[src/rtl/wdt_pkg.sv]
package wdt_pkg;

    typedef enum logic [1:0] {
        KS_IDLE,
        KS_CFG_HALF,
        KS_CFG_OPEN,
        KS_RST_HALF
    } key_state_e;

    localparam int          WORD_W     = 16;
    localparam logic [15:0] KEY_CFG_A  = 16'h3333;
    localparam logic [15:0] KEY_CFG_B  = 16'hCCCC;
    localparam logic [15:0] KEY_RST_A  = 16'hAAAA;
    localparam logic [15:0] KEY_RST_B  = 16'h5555;
    localparam int          ARM_HI_BIT = 15;
    localparam int          ARM_LO_BIT = 14;
    localparam int          SEL_LSB    = 1;
    localparam int          SEL_W      = 7;

endpackage

[src/rtl/wdt_key_fsm.sv]
module wdt_key_fsm
    import wdt_pkg::*;
(
    input  logic              clk,
    input  logic              rst_n,
    input  logic              wr_en,
    input  logic [WORD_W-1:0] wr_data,
    output key_state_e        state_q,
    output logic              load_ctrl,
    output logic              restart
);

    key_state_e state_d;

    // state register
    always_ff @(posedge clk or negedge rst_n) begin
        if (!rst_n) state_q <= KS_IDLE;
        else        state_q <= state_d;
    end

    // next state
    always_comb begin
        state_d = state_q;
        if (wr_en) begin
            unique case (state_q)
                KS_IDLE: begin
                    if (wr_data == KEY_CFG_A)      state_d = KS_CFG_HALF;
                    else if (wr_data == KEY_RST_A) state_d = KS_RST_HALF;
                    else                           state_d = KS_IDLE;
                end
                KS_CFG_HALF: state_d = (wr_data == KEY_CFG_B) ? KS_CFG_OPEN : KS_IDLE;
                KS_CFG_OPEN: state_d = KS_IDLE;
                KS_RST_HALF: state_d = KS_IDLE;
                default:     state_d = KS_IDLE;
            endcase
        end
    end

    // outputs
    always_comb begin
        load_ctrl = 1'b0;
        restart   = 1'b0;
        if (wr_en) begin
            unique case (state_q)
                KS_CFG_OPEN: load_ctrl = 1'b1;
                KS_RST_HALF: restart   = (wr_data == KEY_RST_B);
                default: begin
                    load_ctrl = 1'b0;
                    restart   = 1'b0;
                end
            endcase
        end
    end

endmodule

[src/rtl/wdt_period_counter.sv]
module wdt_period_counter #(
    parameter int BASE_EXP = 24,
    parameter int SEL_W    = 7,
    localparam int CNT_W   = BASE_EXP + SEL_W - 1
) (
    input  logic             clk,
    input  logic             rst_n,
    input  logic             clear,
    input  logic             armed,
    input  logic [SEL_W-1:0] sel,
    output logic             expire,
    output logic             pulse_q,
    output logic [CNT_W-1:0] cnt_q
);

    logic [CNT_W-1:0] limit;

    // terminal count for the lowest set select bit
    always_comb begin
        int idx;
        idx = 0;
        for (int i = SEL_W - 1; i >= 0; i--) begin
            if (sel[i]) idx = i;
        end
        limit = '0;
        for (int j = 0; j < CNT_W; j++) begin
            if (j < BASE_EXP + idx) limit[j] = 1'b1;
        end
    end

    assign expire = armed && !clear && (cnt_q == limit);

    always_ff @(posedge clk or negedge rst_n) begin
        if (!rst_n) begin
            cnt_q   <= '0;
            pulse_q <= 1'b0;
        end else begin
            pulse_q <= expire;
            if (clear || expire) cnt_q <= '0;
            else if (armed)      cnt_q <= cnt_q + 1'b1;
        end
    end

endmodule

[src/rtl/wdt_keyed.sv]
module wdt_keyed
    import wdt_pkg::*;
#(
    parameter int BASE_EXP = 24,
    localparam int CNT_W   = BASE_EXP + SEL_W - 1
) (
    input  logic        clk,
    input  logic        rst_n,
    input  logic        wr_en,
    input  logic [15:0] wr_data,
    output logic [15:0] ctrl_q,
    output logic        expired_flag,
    output logic        timeout_pulse
);

    key_state_e       st;
    logic             ld_ctrl;
    logic             do_restart;
    logic             armed;
    logic             expire;
    logic [CNT_W-1:0] cnt;
    logic [SEL_W-1:0] sel;

    wdt_key_fsm u_fsm (
        .clk       (clk),
        .rst_n     (rst_n),
        .wr_en     (wr_en),
        .wr_data   (wr_data),
        .state_q   (st),
        .load_ctrl (ld_ctrl),
        .restart   (do_restart)
    );

    assign sel   = ctrl_q[SEL_LSB +: SEL_W];
    assign armed = ctrl_q[ARM_HI_BIT] && ctrl_q[ARM_LO_BIT] && (|sel);

    wdt_period_counter #(
        .BASE_EXP (BASE_EXP),
        .SEL_W    (SEL_W)
    ) u_cnt (
        .clk     (clk),
        .rst_n   (rst_n),
        .clear   (ld_ctrl || do_restart),
        .armed   (armed),
        .sel     (sel),
        .expire  (expire),
        .pulse_q (timeout_pulse),
        .cnt_q   (cnt)
    );

    always_ff @(posedge clk or negedge rst_n) begin
        if (!rst_n) begin
            ctrl_q       <= '0;
            expired_flag <= 1'b0;
        end else begin
            if (ld_ctrl) ctrl_q <= wr_data;
            if (do_restart)  expired_flag <= 1'b0;
            else if (expire) expired_flag <= 1'b1;
        end
    end

endmodule

[config.mk]
export PLATFORM = sky130hd
export DESIGN_NAME = wdt_keyed
export DESIGN_NICKNAME = d
export VERILOG_FILES = /design/src/rtl/wdt_pkg.sv /design/src/rtl/wdt_key_fsm.sv /design/src/rtl/wdt_period_counter.sv /design/src/rtl/wdt_keyed.sv
export SDC_FILE = /design/constraint.sdc
export NUM_CORES = 1
export LEC_CHECK = 0
export CAP_MARGIN = 10
export CORE_UTILIZATION = 55
export DETAILED_ROUTE_END_ITERATION = 8
export PLACE_DENSITY_LB_ADDON = 0.3
export SYNTH_ARGS = -nofsm -noshare
export SYNTH_HDL_FRONTEND = slang
export SYNTH_SLANG_ARGS = --single-unit
[constraint.sdc]
create_clock -name clk -period 6.7 [get_ports clk]
set_input_delay 2.01 -clock clk [delete_from_list [all_inputs] [get_ports clk]]
set_output_delay 2.01 -clock clk [all_outputs]
set_load 0.02 [all_outputs]
==> metrics <==
DRT iter0 DRCs=156; Wirelength per Cell=approximately 16 um; routability cong.=0.812; DRC Markers=0; Startpoint Class=input port; final clock skew=about 0.0066 ns; grt total ovfl=0; Syn Nets=270; register area share after synthesis=47.2%; vias after detailed routing=~2,000; vias in the first global route=approximately 2,000; Final Hold Viols=0; worst IR drop on VDD=0.000161 V; hpwl dp=3760 um; # placed instances=330; Combinational Power Share=21.1%; worst skew pair latency=0.30 ns; CP Class=in2reg; critical path capture point type=flip-flop; Vias per Instance=5.96; clock share of power=27.1%; number of nets still failing antenna checks after routing=0; layout cells sized above 1=between 10 and 15%; total CTS buffers=5; unrepaired setup endpoints after global routing=false; DIE AREA=about 5000 um2; Routed WL=between 5000 and 6000 um; post-synth top area share=a little under half; WP data required=6.89 ns; First-pass DRT Iterations=4; Die Span Y=between 70 and 80 um; most numerous cell in the Yosys netlist=dfrtp_1; CTS tree=built; largest net degree at the start of global routing=just over 50; Core Rows=24; PostCTS Resize Cnt=0; slew at the pin closest to its max-slew limit=1.12 ns; total core area=roughly 4500 um2; cell area after synthesis=2650 um2; MaxCap Viol Count=0; Die W=71.4 um; Hold WC Path Type=reg2reg; first-pass GRT wire length=9400 um; hold-fix buffers at CTS=0; Final Slew Violations=0; Initial Util=58.8%; Sw Pwr=0.223 mW; Synth Warn #=0; biggest area consumer among synthesized cells=dfrtp_1; power density cells=between 200 and 250 nW/um2; internal power=0.541 mW; root buffer cell=clkbuf_8; Layout Utilization=69.8%; NumNets Final=305; FMAX=229 MHz; Tot GR Track Use=23.7%; Leak=1.24 nW; number of setup buffers added after CTS=0; Flop pwr share=51.7%; Post-synth top flop=dfrtp_1; Mean Syn Cell Area=10.6 um2; Slew HR=24.9%; Sinks on Clock Net=50; Final setup violation count=0; post-synthesis cell type count=43; Synth-to-Final Area Change=18.6%; Setup WS post-layout=2.33 ns; # port buffers=36; Synth Register Bits=50; setup tns final=0 ns; number of antenna violations at the first check in global routing=0; Post-synth EDFFs=0; run status=complete, no violations; diodes inserted=0; share of flip-flops with an asynchronous set or reset=between 90% and 100%; Crit Path Max Fanout=31; CP arrival=4.56 ns; Final Cycle Share=65.2%; Tmin final=around 4.4 ns; Clock transition at path regs=0.09 ns; synth cell count leaders=dfrtp_1 (50), nor3_1 (23), mux2_2 (18); Hold Slack=0.511 ns; Net Sw Frac=29.2%; Post-Syn Instances=250; CTS H-tree depth=2; Ports=37; Layout Cells excl Fill=approximately 340; top post-synthesis cells by area=dfrtp_1 (47%), mux2_2 (7.7%), xor2_1 (5.6%); Max clock buf depth=2; dpl ws=2.03 ns; fill count=351
[stage by stage]
stage | instance area (um2) | total power [mW]
after CTS | 3140 | 0.770
after global routing | 3140 | 0.807
final | 3140 | 0.764
after floorplan | 2650 | 0.499
after global placement | 3040 | 0.555
after detailed placement | 3040 | 0.561
[per-layer routing]
metal,vias up,global-route usage (%),wire length (um)
met2,44,37.5,2590
met4,0,8.44,86
li1,989,-,-
met5,-,0,0
met1,970,32.6,2530
met3,12,4.92,201
[final timing paths]
path                                   end  cells after the start      startpoint  slack (ns)
min in group asynchronous  u_cnt.cnt_q[17]                      2           rst_n        1.79
max in group asynchronous       ctrl_q[10]                      2           rst_n        4.47
max                          u_cnt.pulse_q                      5           wr_en        2.33
min                             ctrl_q[10]                      1      ctrl_q[10]        0.51
min reg2reg                     ctrl_q[10]                      1      ctrl_q[10]        0.51
max reg2reg                   expired_flag                      6  u_cnt.cnt_q[0]        3.99
[worst max-delay path, stage by stage]
cell	delay [ns]
clkdlybuf4s50_1	0.46
and2_1	0.20
nand2b_1	0.57
nand2_1	0.82
nor4_1	0.49
[cell families after synthesis]
logic type,after synthesis,share of synthesized area (%)
adders and majority gates,1,0.472
DFF,50,47.2
buffers and inverters,12,1.98
AOI/OAI and AO/OA,15,3.87
xor gates and xnor gates,30,9.92
and+or+nand+nor,122,28.1
muxes,20,8.41
[power by group through the flow]
| stage | Combinational [mW] | Clock (mW) | Sequential [mW] |
|---|---|---|---|
| final | 0.162 | 0.207 | 0.395 |
| after global routing | 0.181 | 0.224 | 0.403 |
| after floorplan | 0.100 | 0 | 0.399 |
| after global placement | 0.156 | 0 | 0.398 |
| after detailed placement | 0.161 | 0 | 0.400 |
| after CTS | 0.163 | 0.212 | 0.395 |
[cell usage in the layout, fill, tap and decap left out, types with 2 or more instances in the layout]
| master | instances |
|---|---|
| dfrtp_1 | 50 |
| clkdlybuf4s50_1 | 35 |
| nor3_1 | 23 |
| mux2_2 | 18 |
| xor2_1 | 17 |
| nand2_1 | 16 |
| nor2_1 | 15 |
| nand4_1 | 14 |
| xnor2_1 | 13 |
| nor4_1 | 9 |
| and2_1 | 9 |
| nand3_1 | 8 |
| nor4bb_1 | 6 |
| and3_1 | 5 |
| clkbuf_8 | 5 |
| a21oi_1 | 4 |
| inv_1 | 3 |
| o21ai_0 | 3 |
| nand2b_1 | 2 |
| mux2i_1 | 2 |
| a21bo_2 | 2 |
| clkbuf_1 | 2 |
[area by class of cell]
cell class / count / area [um2] / area share [%]
multi-input combinational: 188 / 1350 / 42.8
sequential: 50 / 1250 / 39.8
timing repair buffer: 37 / 363 / 11.5
clock buffer: 7 / 76.3 / 2.43
tap: 52 / 65.1 / 2.07
clock inverter: 1 / 30.0 / 0.956
inverter: 3 / 11.3 / 0.358
[flip-flops by register name (all words and copies together) (netlist names)]
name           count
ctrl_q            16
u_fsm.state_q      2
u_cnt.pulse_q      1
expired_flag       1
u_cnt.cnt_q       30
Note: power is estimated with default switching activity, not from simulation.
